$ cat config.mk
export PLATFORM = sky130hd
export DESIGN_NAME = rdma_port_engine
export DESIGN_NICKNAME = d
export VERILOG_FILES = /design/src/rtl/rdma_pkg.sv /design/src/rtl/rdma_regfile.sv /design/src/rtl/rdma_window.sv /design/src/rtl/rdma_ctrl.sv /design/src/rtl/rdma_port_engine.sv
export SDC_FILE = /design/constraint.sdc
export NUM_CORES = 1
export LEC_CHECK = 0
export ABC_CLOCK_PERIOD_IN_PS = 4500
export BUFFER_PORTS_ARGS = -buffer_cell sky130_fd_sc_hd__clkbuf_2
export CAP_MARGIN = 30
export CORE_MARGIN = 1.5
export CORE_UTILIZATION = 30
export DETAILED_ROUTE_END_ITERATION = 16
export GPL_ROUTABILITY_DRIVEN = 0
export PLACE_DENSITY_LB_ADDON = 0.08
export SYNTH_ARGS = -nofsm -noshare
export SYNTH_HDL_FRONTEND = slang
export SYNTH_SLANG_ARGS = --single-unit
$ cat constraint.sdc
create_clock -name clk -period 4.5 [get_ports clk]
set_input_delay 0.45 -clock clk [delete_from_list [all_inputs] [get_ports clk]]
set_output_delay 0.45 -clock clk [all_outputs]
set_load 0.02 [all_outputs]
$ cat src/rtl/rdma_pkg.sv
package rdma_pkg;

    localparam int ADDR_W = 16;
    localparam int CNT_W  = 16;
    localparam int PAGE_W = 8;

    localparam logic [3:0] SEL_CMD     = 4'd0;
    localparam logic [3:0] SEL_RFIRST  = 4'd1;
    localparam logic [3:0] SEL_REND    = 4'd2;
    localparam logic [3:0] SEL_WIDTH   = 4'd3;
    localparam logic [3:0] SEL_PTR_LO  = 4'd4;
    localparam logic [3:0] SEL_PTR_HI  = 4'd5;
    localparam logic [3:0] SEL_CNT_LO  = 4'd6;
    localparam logic [3:0] SEL_CNT_HI  = 4'd7;
    localparam logic [3:0] SEL_CLEAR   = 4'd8;

    localparam int CMD_HALT_BIT   = 0;
    localparam int CMD_RREAD_BIT  = 3;
    localparam int CMD_RWRITE_BIT = 4;
    localparam int WIDTH_WORD_BIT = 0;
    localparam int DONE_BIT       = 6;

    typedef enum logic [0:0] {
        S_IDLE  = 1'b0,
        S_RDATA = 1'b1
    } rd_state_t;

    typedef struct packed {
        logic       lane_hi;
        logic       wide;
        logic       out_win;
    } rd_ctx_t;

endpackage

$ cat src/rtl/rdma_regfile.sv
module rdma_regfile
    import rdma_pkg::*;
(
    input  logic              clk,
    input  logic              rst_n,
    input  logic              reg_wr,
    input  logic [3:0]        reg_sel,
    input  logic [7:0]        reg_wdata,
    input  logic              adv,
    output logic [1:0]        step,
    output logic [ADDR_W-1:0] cur_addr,
    output logic [CNT_W-1:0]  cur_cnt,
    output logic [ADDR_W-1:0] ring_start,
    output logic [ADDR_W-1:0] ring_stop,
    output logic              wide,
    output logic              dma_done
);

    logic [PAGE_W-1:0] first_pg, end_pg;
    logic [ADDR_W-1:0] addr_n, addr_sum;
    logic [CNT_W-1:0]  cnt_n;
    logic              set_done, clr_done;

    assign step       = wide ? 2'd2 : 2'd1;
    assign ring_start = {first_pg, {(ADDR_W-PAGE_W){1'b0}}};
    assign ring_stop  = {end_pg,   {(ADDR_W-PAGE_W){1'b0}}};
    assign addr_sum   = cur_addr + ADDR_W'(step);

    always_comb begin
        addr_n   = cur_addr;
        cnt_n    = cur_cnt;
        set_done = 1'b0;
        clr_done = 1'b0;
        if (adv) begin
            addr_n = (addr_sum == ring_stop) ? ring_start : addr_sum;
            if (cur_cnt <= CNT_W'(step)) begin
                cnt_n    = '0;
                set_done = 1'b1;
            end else begin
                cnt_n = cur_cnt - CNT_W'(step);
            end
        end
        if (reg_wr) begin
            unique case (reg_sel)
                SEL_PTR_LO: addr_n[7:0]  = reg_wdata;
                SEL_PTR_HI: addr_n[15:8] = reg_wdata;
                SEL_CNT_LO: cnt_n[7:0]   = reg_wdata;
                SEL_CNT_HI: cnt_n[15:8]  = reg_wdata;
                SEL_CMD: begin
                    if (!reg_wdata[CMD_HALT_BIT] &&
                        (reg_wdata[CMD_RREAD_BIT] || reg_wdata[CMD_RWRITE_BIT]) &&
                        (cur_cnt == '0))
                        set_done = 1'b1;
                end
                SEL_CLEAR: clr_done = reg_wdata[DONE_BIT];
                default: ;
            endcase
        end
    end

    always_ff @(posedge clk) begin
        if (!rst_n) begin
            cur_addr <= '0;
            cur_cnt  <= '0;
            first_pg <= '0;
            end_pg   <= '0;
            wide     <= 1'b0;
            dma_done <= 1'b0;
        end else begin
            cur_addr <= addr_n;
            cur_cnt  <= cnt_n;
            if (set_done)
                dma_done <= 1'b1;
            else if (clr_done)
                dma_done <= 1'b0;
            if (reg_wr && reg_sel == SEL_RFIRST) first_pg <= reg_wdata;
            if (reg_wr && reg_sel == SEL_REND)   end_pg   <= reg_wdata;
            if (reg_wr && reg_sel == SEL_WIDTH)  wide     <= reg_wdata[WIDTH_WORD_BIT];
        end
    end

endmodule

$ cat src/rtl/rdma_window.sv
module rdma_window
    import rdma_pkg::*;
#(
    parameter int PROM_BYTES = 32,
    parameter int PMEM_LO    = 16'h4000,
    parameter int PMEM_HI    = 16'h8000
) (
    input  logic [ADDR_W-1:0] addr,
    input  logic              wide,
    output logic [ADDR_W-1:0] eff_addr,
    output logic              in_win,
    output logic [1:0]        lane_be
);

    logic in_prom, in_pmem;

    assign eff_addr = wide ? {addr[ADDR_W-1:1], 1'b0} : addr;
    assign in_pmem  = ({16'd0, eff_addr} >= 32'(PMEM_LO)) && ({16'd0, eff_addr} < 32'(PMEM_HI));

    generate
        if (PROM_BYTES > 0) begin : g_prom
            assign in_prom = {16'd0, eff_addr} < 32'(PROM_BYTES);
        end else begin : g_noprom
            assign in_prom = 1'b0;
        end
    endgenerate

    assign in_win  = in_prom || in_pmem;
    assign lane_be = wide ? 2'b11 : (eff_addr[0] ? 2'b10 : 2'b01);

endmodule

$ cat src/rtl/rdma_ctrl.sv
module rdma_ctrl
    import rdma_pkg::*;
(
    input  logic              clk,
    input  logic              rst_n,
    input  logic              dp_rd,
    input  logic              dp_wr,
    input  logic [15:0]       dp_wdata,
    input  logic              cnt_zero,
    input  logic              wide,
    input  logic [ADDR_W-1:0] eff_addr,
    input  logic              in_win,
    input  logic [1:0]        lane_be,
    input  logic [15:0]       mem_rdata,
    output logic              mem_req,
    output logic              mem_we,
    output logic [ADDR_W-2:0] mem_addr,
    output logic [1:0]        mem_be,
    output logic [15:0]       mem_wdata,
    output logic              adv,
    output logic [15:0]       dp_rdata,
    output logic              dp_rvalid
);

    rd_state_t state, state_n;
    rd_ctx_t   ctx;
    logic      rd_go, wr_go;

    assign rd_go = dp_rd;
    assign wr_go = dp_wr && !dp_rd && !cnt_zero;

    always_comb begin
        unique case (state)
            S_IDLE:  state_n = rd_go ? S_RDATA : S_IDLE;
            S_RDATA: state_n = rd_go ? S_RDATA : S_IDLE;
            default: state_n = S_IDLE;
        endcase
    end

    always_ff @(posedge clk) begin
        if (!rst_n) begin
            state <= S_IDLE;
            ctx   <= '0;
        end else begin
            state <= state_n;
            if (rd_go) begin
                ctx.lane_hi <= eff_addr[0];
                ctx.wide    <= wide;
                ctx.out_win <= !in_win;
            end
        end
    end

    always_comb begin
        adv       = rd_go || wr_go;
        mem_req   = (rd_go || wr_go) && in_win;
        mem_we    = wr_go;
        mem_addr  = eff_addr[ADDR_W-1:1];
        mem_be    = lane_be;
        mem_wdata = wide ? dp_wdata : {dp_wdata[7:0], dp_wdata[7:0]};
        dp_rvalid = 1'b0;
        dp_rdata  = '0;
        unique case (state)
            S_IDLE: ;
            S_RDATA: begin
                dp_rvalid = 1'b1;
                if (ctx.out_win)
                    dp_rdata = ctx.wide ? 16'hFFFF : 16'h00FF;
                else if (ctx.wide)
                    dp_rdata = mem_rdata;
                else
                    dp_rdata = {8'h00, ctx.lane_hi ? mem_rdata[15:8] : mem_rdata[7:0]};
            end
            default: ;
        endcase
    end

endmodule

$ cat src/rtl/rdma_port_engine.sv
module rdma_port_engine
    import rdma_pkg::*;
#(
    parameter int PROM_BYTES = 32,
    parameter int PMEM_LO    = 16'h4000,
    parameter int PMEM_HI    = 16'h8000
) (
    input  logic        clk,
    input  logic        rst_n,
    input  logic        reg_wr,
    input  logic [3:0]  reg_sel,
    input  logic [7:0]  reg_wdata,
    input  logic        dp_rd,
    input  logic        dp_wr,
    input  logic [15:0] dp_wdata,
    output logic [15:0] dp_rdata,
    output logic        dp_rvalid,
    output logic        mem_req,
    output logic        mem_we,
    output logic [14:0] mem_addr,
    output logic [1:0]  mem_be,
    output logic [15:0] mem_wdata,
    input  logic [15:0] mem_rdata,
    output logic        dma_done
);

    logic [1:0]        step;
    logic [ADDR_W-1:0] cur_addr, ring_start, ring_stop, eff_addr;
    logic [CNT_W-1:0]  cur_cnt;
    logic              wide, adv, in_win;
    logic [1:0]        lane_be;

    rdma_regfile u_regs (
        .clk        (clk),
        .rst_n      (rst_n),
        .reg_wr     (reg_wr),
        .reg_sel    (reg_sel),
        .reg_wdata  (reg_wdata),
        .adv        (adv),
        .step       (step),
        .cur_addr   (cur_addr),
        .cur_cnt    (cur_cnt),
        .ring_start (ring_start),
        .ring_stop  (ring_stop),
        .wide       (wide),
        .dma_done   (dma_done)
    );

    rdma_window #(
        .PROM_BYTES (PROM_BYTES),
        .PMEM_LO    (PMEM_LO),
        .PMEM_HI    (PMEM_HI)
    ) u_win (
        .addr     (cur_addr),
        .wide     (wide),
        .eff_addr (eff_addr),
        .in_win   (in_win),
        .lane_be  (lane_be)
    );

    rdma_ctrl u_ctrl (
        .clk       (clk),
        .rst_n     (rst_n),
        .dp_rd     (dp_rd),
        .dp_wr     (dp_wr),
        .dp_wdata  (dp_wdata),
        .cnt_zero  (cur_cnt == '0),
        .wide      (wide),
        .eff_addr  (eff_addr),
        .in_win    (in_win),
        .lane_be   (lane_be),
        .mem_rdata (mem_rdata),
        .mem_req   (mem_req),
        .mem_we    (mem_we),
        .mem_addr  (mem_addr),
        .mem_be    (mem_be),
        .mem_wdata (mem_wdata),
        .adv       (adv),
        .dp_rdata  (dp_rdata),
        .dp_rvalid (dp_rvalid)
    );

endmodule

==> results_dict.tcl, run 1 <==
set metrics [dict create \
    synth_area_leaders "dfxtp_1 (29%), nor2_1 (6.5%), mux2i_1 (5.3%)" \
    tns_ns 0 \
    holdBufCountCts 0 \
    die_w_um 115 \
    core_mm2 0.0122 \
    fin_cells 709 \
    slew_violations 0 \
    drive_gt1_share_pct 25.1 \
    finalCriticalPeriod_ns 3.51 \
    endpoint "mem_req" \
    worst_ep_arrival_time_ns 3.06 \
    clock_path_buffers 2 \
    yosysSeqAreaShare_pct 28.5 \
    skew_ns 0.00604 \
    cts_resized 0 \
    layout_setup_ws_ns 0.994 \
    worstHoldStart "dp_rd" \
    synthCells 481 \
    htree_levels 2 \
    crit_slowest_cell "or4_4" \
    wl_per_cell_um 16.8 \
    slew-limit-headroom_pct 36.3 \
    drt_wl_total_um 11900 \
    pre_cts_slack_ns 1.23 \
    drtAntennaViolNets 0 \
    synth_warnings 0 \
    cts.reportedPaths.clkPinSlew_ns 0.07 \
    numCtsBuffers 5 \
    cp-startpoint "u_regs.cur_cnt[10]$_SDFF_PN0_" \
    path_cells "or4_4, or4_4, o41ai_4, and2_1, buf_4, nor3_1, clkbuf_2" \
    leakage_nw 1.90 \
    ff2ff_path_depth 12 \
    synth_nets 538 \
    ys.flop_type "dfxtp_1" \
    track_usage_pct 18.1 \
    clock_latency_ns 0.31 \
    postCtsSetupRepairBufs 0 \
    crit_top_cell "or4_4" \
    regToRegEndpoint "u_regs.cur_addr[11]$_SDFF_PN0_" \
    yosys.area.top_type "dfxtp_1" \
    nets 597 \
    setup_viol 0 \
    finalHoldViolCount 0 \
    vias_per_cell 5.04 \
    rrSetupSlack_ns 1.23 \
    first_pass_iters 4 \
    start_kind "flop" \
    grt_pass1_wl_um 18300 \
    vdd_ir_drop_max_uv 218 \
    finalPower_mw 1.96 \
    status "complete, no violations" \
    syn_area_per_cell_um2 7.88 \
    hp-class "in -> reg" \
    cp.required_ns 4.05 \
    cts-root-buf "clkbuf_16" \
    worst-setup-path-type "reg -> out" \
    drv_cap 0 \
    antenna_found_initial 0 \
    numPortBuffers 101 \
    power_density_mw_per_mm2 448 \
    grt_pass1_vias 3370 \
    worstPathMaxFanout 13 \
    fp.dieArea_mm2 0.0133 \
    io_pins 102 \
    synth_edf_count 0 \
    num_vias 3576 \
    synth.top_cell.area_share_pct 28.5 \
    ys_ff_latch 54 \
    critPathMaxStageDelay_ns 0.55 \
    reg2reg_from "u_regs.wide$_SDFFE_PN0P_" \
    drcViolationCount 0 \
    drt_iter0_drc 189 \
    diodes 0 \
    worst_pin_slew_ns 0.947 \
    period_share_pct 77.9 \
    rsz0062_at_grt "false" \
    tritoncts "yes" \
    netlist_area_mm2 0.00379 \
    yosysUniqueCellTypes 54 \
    grt_overflow 0 \
    die_h_um 115 \
    grt_max_degree 23 \
    max_freq_ghz 0.285 \
    num_rows 40 \
    placed_cells 701 \
    synthArstFlopShare_pct 0 \
    end_kind "output port" \
    floorplan.initialDensity_pct 31.2 \
    area_growth_pct 15.6 \
    fillers 1311 \
    hpwl_um 8860 \
    clkSinkCount 54 \
]
[worst max-delay path, delay by kind of cell, from the launching register on]
family                 cells  cell delay [ns]
AO/OA/AOI/OAI              1             0.37
buffers and inverters      2             0.47
flip-flops                 1             0.34
AND/OR/NAND/NOR            4             1.57
[registers in the layout, indices dropped and copies added, names as in the netlist]
name and count:
u_regs.cur_addr 16, u_regs.cur_cnt 16, u_regs.end_pg 8, u_regs.first_pg 8, u_ctrl.ctx 3, u_ctrl.state 1
u_regs.dma_done 1, u_regs.wide 1
[placed cells by master, fill, tap and decap left out, types with 3 or more instances in the layout]
master,count
clkbuf_2,101
nor2_1,66
dfxtp_1,54
nand2_1,53
o21ai_0,23
mux2i_1,20
mux2_2,17
xnor2_1,17
xor2_1,15
a21oi_1,14
inv_1,12
nand3_1,12
nor4_1,10
a211oi_1,10
o21a_1,9
nand4_1,9
or3_1,8
nor3_1,8
and3_1,6
ha_1,6
and4_1,5
o22ai_1,5
clkbuf_16,5
nor2b_1,4
a31oi_1,4
nand3b_1,4
o2111ai_1,4
buf_4,4
or4_1,3
a311oi_1,3
[cell usage after synthesis (2+ instances only)]
cell and n:
a311oi_1 3, and2_1 2, dfxtp_1 54, or3_1 8, buf_4 24, nor2b_1 4
xnor2_1 17, xor2_1 15, nor4_1 10, or4_4 2, mux2i_1 20, nor3b_1 2
o22ai_1 5, a211oi_1 10, and3_1 6, nor3_1 8, a211o_1 2, mux2_2 17
buf_1 2, clkbuf_1 18, or4_1 3, and4_1 5, o211ai_1 2, o2111ai_1 4
nand3_1 12, a21oi_1 14, nand4_1 9, nand2_1 53, o21ai_0 23, a31oi_1 4
ha_1 6, nand2b_1 2, nand3b_1 4, o21a_1 9, buf_2 6, inv_1 12
nor2_1 66, fa_1 2
[metrics by stage]
stage,hold WS (ns),utilization (%),instance area [um2]
final,0.456,36.0,4380
after global routing,0.490,36.0,4380
after CTS,0.460,36.0,4380
after detailed placement,0.489,34.6,4210
after global placement,0.485,34.6,4210
after floorplan,0.452,-,3790
[per-layer routing]
layer  share of wire [%]  vias up  global-route usage [%]  routed length [um]
met5                   0        -                       0                   0
met4                 1.6        0                    5.68                 190
met3                 4.9       17                    2.77                 583
met2                  46       81                    28.6                5450
met1                  48     1687                    25.4                5690
li1                    -     1791                       -                   -
[worst min path at each step]
stage	endpoint	slack (ns)	cells past startpoint
4_1_cts	u_ctrl.ctx[0]$_SDFFE_PN0P_	0.46	2
6_report	u_ctrl.ctx[0]$_SDFFE_PN0P_	0.46	2
2_1_floorplan	u_ctrl.ctx[2]$_SDFFE_PN0P_	0.45	2
3_3_place_gp	u_regs.first_pg[0]$_SDFFE_PN0P_	0.49	2
3_5_place_dp	u_regs.first_pg[0]$_SDFFE_PN0P_	0.49	2
5_1_grt	u_ctrl.ctx[0]$_SDFFE_PN0P_	0.49	2
[cell families after synthesis]
kind of cell / share of synthesized area [%]
AOI/OAI and AO/OA: 14.9
xor gates and xnor gates: 7.39
adders and majority gates: 3.04
buffers and inverters: 9.93
DFF: 28.5
muxes: 10.3
and+or+nand+nor: 25.9
[power by group]
group          leakage [nW]  total [mW]  internal, mW  switching (mW)
clock                0.0875       0.478         0.281           0.197
combinational          1.37       0.807         0.352           0.455
sequential            0.440       0.678         0.566           0.112
total                  1.90        1.96          1.20           0.765
[area by class of cell]
cell class / count / area (um2) / share of cell area (%)
Multi-Input combinational cell: 362 / 2330 / 53.2
Tap cell: 168 / 210 / 4.80
Sequential cell: 54 / 1080 / 24.7
Clock inverter: 2 / 38.8 / 0.885
Inverter: 12 / 45.0 / 1.03
Timing Repair Buffer: 105 / 536 / 12.2
Clock buffer: 6 / 139 / 3.17
No activity file was read; power rests on OpenSTA's default activity.
==> run 2, diff against run 1 <==
--- a/config.mk
+++ b/config.mk
@@ -5,7 +5,8 @@
 export SDC_FILE = /design/constraint.sdc
 export NUM_CORES = 1
 export LEC_CHECK = 0
-export ABC_CLOCK_PERIOD_IN_PS = 4500
+export ABC_AREA = 1
+export ABC_CLOCK_PERIOD_IN_PS = 3700
 export BUFFER_PORTS_ARGS = -buffer_cell sky130_fd_sc_hd__clkbuf_2
 export CAP_MARGIN = 30
 export CORE_MARGIN = 1.5
==> constraint.sdc (replaced) <==
create_clock -name clk -period 3.7 [get_ports clk]
set_input_delay 0.37 -clock clk [delete_from_list [all_inputs] [get_ports clk]]
set_output_delay 0.37 -clock clk [all_outputs]
set_load 0.02 [all_outputs]
==> run 2 against run 1 <==
Effect of this change:
- global-route usage is 0.23 points higher
- clock skew is 0.00054 ns lower
- via count is 21% higher
- sequential cell count stayed put
- worst setup slack worse by 0.088 ns
- non-clock buffer count stayed put
- count of clock-buffer cells in the layout is 1 higher
- largest power group unchanged
- critical path type is now reg -> reg
- total power is 33% higher
- synthesized cell count is 38% higher
- core utilization is 0.66 points lower
- sequential share of layout area is 1.4 points lower
- hold slack worse by 0.076 ns
==> results_dict.tcl, run 2 <==
set metrics [dict create \
    regToRegEndpoint "u_regs.cur_cnt[9]$_SDFF_PN0_" \
    drt_wl_total_um 12900 \
    worst_ep_arrival_time_ns 2.95 \
    core_mm2 0.0131 \
    clkSinkCount 54 \
    placed_cells 905 \
    worst_pin_slew_ns 0.576 \
    drcViolationCount 0 \
    tns_ns 0 \
    yosysSeqAreaShare_pct 27.0 \
    cp.required_ns 3.86 \
    max_freq_ghz 0.358 \
    io_pins 102 \
    vdd_ir_drop_max_uv 309 \
    ys_ff_latch 54 \
    yosys-top-cells-count "nand2_1 (167), inv_1 (98), o21ai_0 (82), a21oi_1 (59), dfxtp_1 (54)" \
    htree_levels 2 \
    hp-class "in -> reg" \
    crit_buf_inv 7 \
    clock_path_buffers 2 \
    tritoncts "yes" \
    synth_area_leaders "dfxtp_1 (27%), nand2_1 (16%), o21ai_0 (10%)" \
    rsz0062_at_grt "false" \
    num_rows 42 \
    grt_pass1_wl_um 20600 \
    drive_gt1_share_pct 17.9 \
    ff2ff_path_depth 17 \
    drt_iter0_drc 191 \
    fin_cells 912 \
    skew_ns 0.00550 \
    period_share_pct 75.5 \
    yosysUniqueCellTypes 31 \
    numCtsBuffers 5 \
    antenna_found_initial 0 \
    nets 793 \
    synthArstFlopShare_pct 0 \
    die_h_um 119 \
    die_w_um 119 \
    yosys.cell_count.top_type "nand2_1" \
    grt_pass1_vias 4078 \
    hold_path_depth 2 \
    yosys.area.top_type "dfxtp_1" \
    ys.flop_type "dfxtp_1" \
    drv_cap 0 \
    crit_slowest_cell "dfxtp_1" \
    rrSetupSlack_ns 0.91 \
    diodes 0 \
    cts-root-buf "clkbuf_16" \
    start_kind "flop" \
    critPathMaxStageDelay_ns 0.43 \
    slew_violations 0 \
    slew-limit-headroom_pct 61.5 \
    hpwl_um 9840 \
    crit_family "buffers and inverters" \
    setup_viol 0 \
    area_growth_pct 16.1 \
    end_kind "flop" \
    leakage_nw 2.20 \
    synth_warnings 0 \
    worstPathMaxFanout 15 \
    reg_top3 "u_regs.cur_addr x16, u_regs.cur_cnt x16" \
    layout_commonest_cell "nand2_1" \
    fp.dieArea_mm2 0.0140 \
    synthCells 665 \
    syn_area_per_cell_um2 6.02 \
    drtAntennaViolNets 0 \
    vias_per_cell 4.75 \
    numPortBuffers 101 \
    power_density_mw_per_mm2 561 \
    synth_nets 722 \
    holdBufCountCts 0 \
    path_cells "inv_1, buf_4, ha_1, inv_1, fa_1, inv_1, nand2_1, nor2_1, inv_1, nand2_1, nand2_1, inv_1, nand2_1, o21ai_0, inv_1, o21ai_0, a21oi_1" \
    finalHoldViolCount 0 \
    worst-setup-path-type "reg -> reg" \
    crit_top_cell "inv_1" \
    first_pass_iters 4 \
    finalCriticalPeriod_ns 2.79 \
    netlist_area_mm2 0.00400 \
    postCtsSetupRepairBufs 0 \
    cts.reportedPaths.clkPinSlew_ns 0.07 \
    fillers 1529 \
    track_usage_pct 18.3 \
    clock_latency_ns 0.30 \
    hold_end "u_ctrl.ctx[0]$_SDFFE_PN0P_" \
    mostFrequentLayoutCells "nand2_1 (167), clkbuf_2 (101), inv_1 (98)" \
    num_vias 4336 \
    status "complete, no violations" \
    cts_resized 0 \
    grt_max_degree 41 \
    grt_overflow 0 \
    synth.top_cell.area_share_pct 27.0 \
    reg2reg_from "u_regs.wide$_SDFFE_PN0P_" \
    wl_per_cell_um 14.2 \
    synth_edf_count 0 \
    floorplan.initialDensity_pct 30.5 \
    worstHoldStart "dp_rd" \
]
run 2: cell families after synthesis:
kind of cell               Yosys count  share of synthesized area, %
AOI/OAI and AO/OA                  151                          19.3
xor gates and xnor gates             1                         0.219
adders and majority gates            8                          2.87
buffers and inverters              140                          15.4
DFF                                 54                          27.0
and+or+nand+nor                    311                          35.2
run 2: cell type report:
cell class | instances | area, um2 | share of cell area, %
Clock buffer | 7 | 133 | 2.85
Timing Repair Buffer | 105 | 536 | 11.5
Multi-Input combinational cell | 471 | 2310 | 49.6
Sequential cell | 54 | 1080 | 23.3
Tap cell | 176 | 220 | 4.74
Inverter | 99 | 372 | 7.99
run 2: how the worst max path moves through the flow:
| stage | startpoint | to | slack [ns] | cells past startpoint |
|---|---|---|---|---|
| global placement | u_regs.wide$_SDFFE_PN0P_ | u_regs.cur_addr[9]$_SDFF_PN0_ | 0.98 | 16 |
| CTS | u_regs.wide$_SDFFE_PN0P_ | u_regs.cur_addr[14]$_SDFF_PN0_ | 0.89 | 16 |
| global route | u_regs.wide$_SDFFE_PN0P_ | u_regs.cur_cnt[9]$_SDFF_PN0_ | 0.60 | 17 |
| floorplan | u_regs.wide$_SDFFE_PN0P_ | u_regs.cur_addr[10]$_SDFF_PN0_ | 0.87 | 18 |
| detailed placement | u_regs.wide$_SDFFE_PN0P_ | u_regs.cur_cnt[9]$_SDFF_PN0_ | 0.92 | 17 |
| finish | u_regs.wide$_SDFFE_PN0P_ | u_regs.cur_cnt[9]$_SDFF_PN0_ | 0.91 | 17 |
run 2: routing by layer:
layer,up-vias,global-route usage (%),share of wire [%]
li1,2274,-,-
met2,64,30.7,48
met1,1988,25.0,49
met4,0,4.22,0.84
met3,10,2.46,2.6
met5,-,0,0
run 2: power by group:
| group | switching (mW) | total, mW | internal (mW) |
|---|---|---|---|
| clock | 0.225 | 0.474 | 0.249 |
| combinational | 0.869 | 1.31 | 0.446 |
| sequential | 0.124 | 0.821 | 0.697 |
| total | 1.22 | 2.61 | 1.39 |
run 2: stage by stage:
step	hold WS (ns)	cell area, um2	worst slack, ns	total power [mW]	util [%]
finish	0.380	4650	0.906	2.61	35.4
global route	0.404	4650	0.599	2.84	35.4
CTS	0.373	4650	0.888	2.63	35.4
detailed placement	0.448	4520	0.918	2.15	34.4
global placement	0.446	4520	0.976	2.15	34.4
floorplan	0.430	4000	0.874	1.81	-
==> run 3, diff against run 2 <==
--- a/config.mk
+++ b/config.mk
@@ -6,7 +6,7 @@
 export NUM_CORES = 1
 export LEC_CHECK = 0
 export ABC_AREA = 1
-export ABC_CLOCK_PERIOD_IN_PS = 3700
+export ABC_CLOCK_PERIOD_IN_PS = 2300
 export BUFFER_PORTS_ARGS = -buffer_cell sky130_fd_sc_hd__clkbuf_2
 export CAP_MARGIN = 30
 export CORE_MARGIN = 1.5
==> constraint.sdc (replaced) <==
create_clock -name clk -period 2.3 [get_ports clk]
set_input_delay 0.23 -clock clk [delete_from_list [all_inputs] [get_ports clk]]
set_output_delay 0.23 -clock clk [all_outputs]
set_load 0.02 [all_outputs]
==> run 3 against run 2 <==
Effect of this change:
- the flow now finishes with violations (negative setup slack)
- non-clock buffer count increased by 27
- critical path depth fell by 2
- combinational power rose by 94%
- routed wire length grew 0.24%
- clock power is 88% higher
- sequential cell count is the same
- sequential share of layout area shrank 1.7 points
- final area rose by 7.9%
- clock skew increased by 0.00092 ns
- total power rose by 82%
- first-iteration DRC count is 2.1% lower
- sequential power up 60%
- critical path type unchanged
- highest routed layer unchanged
==> results_dict.tcl, run 3 (synthesis gave the netlist of run 2 again) <==
set metrics [dict create \
    setup_viol 2 \
    numPortBuffers 101 \
    layout_commonest_cell "nand2_1" \
    slew_violations 0 \
    drt_iter0_drc 187 \
    grt_pass1_vias 4072 \
    antenna_found_initial 0 \
    drv_cap 0 \
    violations "negative setup slack" \
    worst-setup-path-type "reg -> reg" \
    layout_setup_ws_ns -0.0265 \
    nets 820 \
    first_pass_iters 4 \
    reg2reg_from "u_regs.wide$_SDFFE_PN0P_" \
    placed_cells 925 \
    tritoncts "yes" \
    pre_cts_slack_ns -0.133 \
    slew-limit-headroom_pct 61.1 \
    drive_gt1_share_pct 24.2 \
    path_cells "inv_4, ha_4, fa_2, nand3_4, nor2_4, buf_6, nand4_1, nand3_2, nand2_2, nand2_2, nor2_8, nand3_4, nand2_1, nand3_1, a21oi_1" \
    tns_ns -0.0284 \
    htree_levels 2 \
    fin_cells 940 \
    drt_wl_total_um 12900 \
    period_share_pct 101 \
    holdBufCountCts 0 \
    num_rows 42 \
    rsz0062_at_grt "true" \
    reg_top3 "u_regs.cur_addr x16, u_regs.cur_cnt x16" \
    worst_ep_arrival_time_ns 2.56 \
    start_kind "flop" \
    vias_per_cell 4.73 \
    worstHoldStart "dp_rd" \
    whs_ns 0.229 \
    critPathMaxStageDelay_ns 0.38 \
    vdd_ir_drop_max_uv 573 \
    cts.reportedPaths.clkPinSlew_ns 0.08 \
    crit_family "simple AND/OR/NAND/NOR gates" \
    skew_ns 0.00641 \
    end_kind "flop" \
    drcViolationCount 0 \
    placed_area_mm2 0.00471 \
    grt_overflow 0 \
    power_frac_seq_pct 27.7 \
    pwr-share-comb_pct 53.5 \
    io_pins 102 \
    finalCriticalPeriod_ns 2.33 \
    cts-root-buf "clkbuf_16" \
    hold_end "u_ctrl.state$_SDFF_PN0_" \
    p_sw_share_pct 44.0 \
    worst_pin_slew_ns 0.583 \
    rrSetupSlack_ns -0.03 \
    crit_buf_inv 2 \
    drtAntennaViolNets 0 \
    track_usage_pct 18.2 \
    clkSinkCount 54 \
    max_freq_ghz 0.430 \
    crit_slowest_cell "fa_2" \
    die_w_um 119 \
    numCtsBuffers 5 \
    p_clk_share_pct 18.8 \
    fin_area_mm2 0.00502 \
    die_h_um 119 \
    diodes 0 \
    clock_latency_ns 0.30 \
    ff2ff_path_depth 15 \
    power_density_mw_per_mm2 945 \
    grt_pass1_wl_um 20500 \
    leakage_nw 2.35 \
    grt_max_degree 33 \
    hp-class "in -> reg" \
    wl_per_cell_um 13.8 \
    fp.dieArea_mm2 0.0140 \
    mostFrequentLayoutCells "nand2_1 (162), clkbuf_2 (101), inv_1 (94)" \
    finalHoldViolCount 0 \
    status "finished with violations" \
    power_switching_mw 2.09 \
    floorplan.initialDensity_pct 30.5 \
    worstPathMaxFanout 8 \
    regToRegEndpoint "u_regs.cur_addr[14]$_SDFF_PN0_" \
    num_vias 4444 \
    hpwl_um 9900 \
    p_int_mw 2.66 \
    clock_path_buffers 2 \
    core_mm2 0.0131 \
    cp.required_ns 2.53 \
    area_growth_pct 25.3 \
    hold_path_depth 3 \
]
run 3: worst reg2reg max path, stage by stage, from the launching register on:
cell     delay (ns)
dfxtp_2        0.36
inv_4          0.05
ha_4           0.16
fa_2           0.39
nand3_4        0.13
nor2_4         0.06
buf_6          0.13
nand4_1        0.10
nand3_2        0.09
nand2_2        0.08
nand2_2        0.09
nor2_8         0.17
nand3_4        0.14
nand2_1        0.10
nand3_1        0.07
a21oi_1        0.15
run 3: stage by stage:
step / util, % / power (mW)
3_3_place_gp: 35.9 / 3.70
6_report: 38.2 / 4.74
2_1_floorplan: - / 2.93
4_1_cts: 37.5 / 4.65
3_5_place_dp: 35.9 / 3.71
5_1_grt: 38.2 / 5.16
run 3: cell type report:
cell class,count,area [um2]
Fill cell,1484,8120
Multi-Input combinational cell,471,2400
Tap cell,176,220
Inverter,99,374
Clock buffer,6,129
Sequential cell,54,1080
Timing Repair Buffer,132,774
Clock inverter,2,37.5
run 3: how the worst max path moves through the flow:
stage | from | end | slack [ns] | depth (start not counted)
floorplan | u_regs.wide$_SDFFE_PN0P_ | u_regs.cur_addr[10]$_SDFF_PN0_ | -0.10 | 18
global placement | u_regs.wide$_SDFFE_PN0P_ | u_regs.cur_cnt[9]$_SDFF_PN0_ | -0.12 | 16
finish | u_regs.wide$_SDFFE_PN0P_ | u_regs.cur_addr[14]$_SDFF_PN0_ | -0.03 | 15
global route | u_regs.wide$_SDFFE_PN0P_ | u_regs.cur_addr[15]$_SDFF_PN0_ | -0.20 | 16
detailed placement | u_regs.wide$_SDFFE_PN0P_ | u_regs.cur_cnt[9]$_SDFF_PN0_ | -0.13 | 16
CTS | u_regs.wide$_SDFFE_PN0P_ | u_regs.cur_addr[9]$_SDFF_PN0_ | 0.003 | 16
run 3: routing by layer:
layer	up-vias	GRT usage (%)	wire [um]	part of all wire, %
met2	71	29.5	5950	46
met4	0	4.67	212	1.6
li1	2335	-	-	-
met3	17	2.36	428	3.3
met1	2021	25.5	6360	49
met5	-	0	0	0
run 3: what timing repair did:
item / 4_1_cts / 5_1_grt
endpoints found under the setup margin: 21 / 24
pin swaps: 4 / 12
gates resized for setup: 11 / 17
gates cloned: 0 / 0
buffers inserted: 2 / 5
run 3: power by group through the flow:
stage / sequential, mW / clock, mW / combinational [mW]
floorplan: 1.28 / 0 / 1.65
global placement: 1.33 / 0 / 2.37
detailed placement: 1.33 / 0 / 2.38
CTS: 1.31 / 0.912 / 2.43
global route: 1.34 / 0.942 / 2.87
finish: 1.31 / 0.892 / 2.54
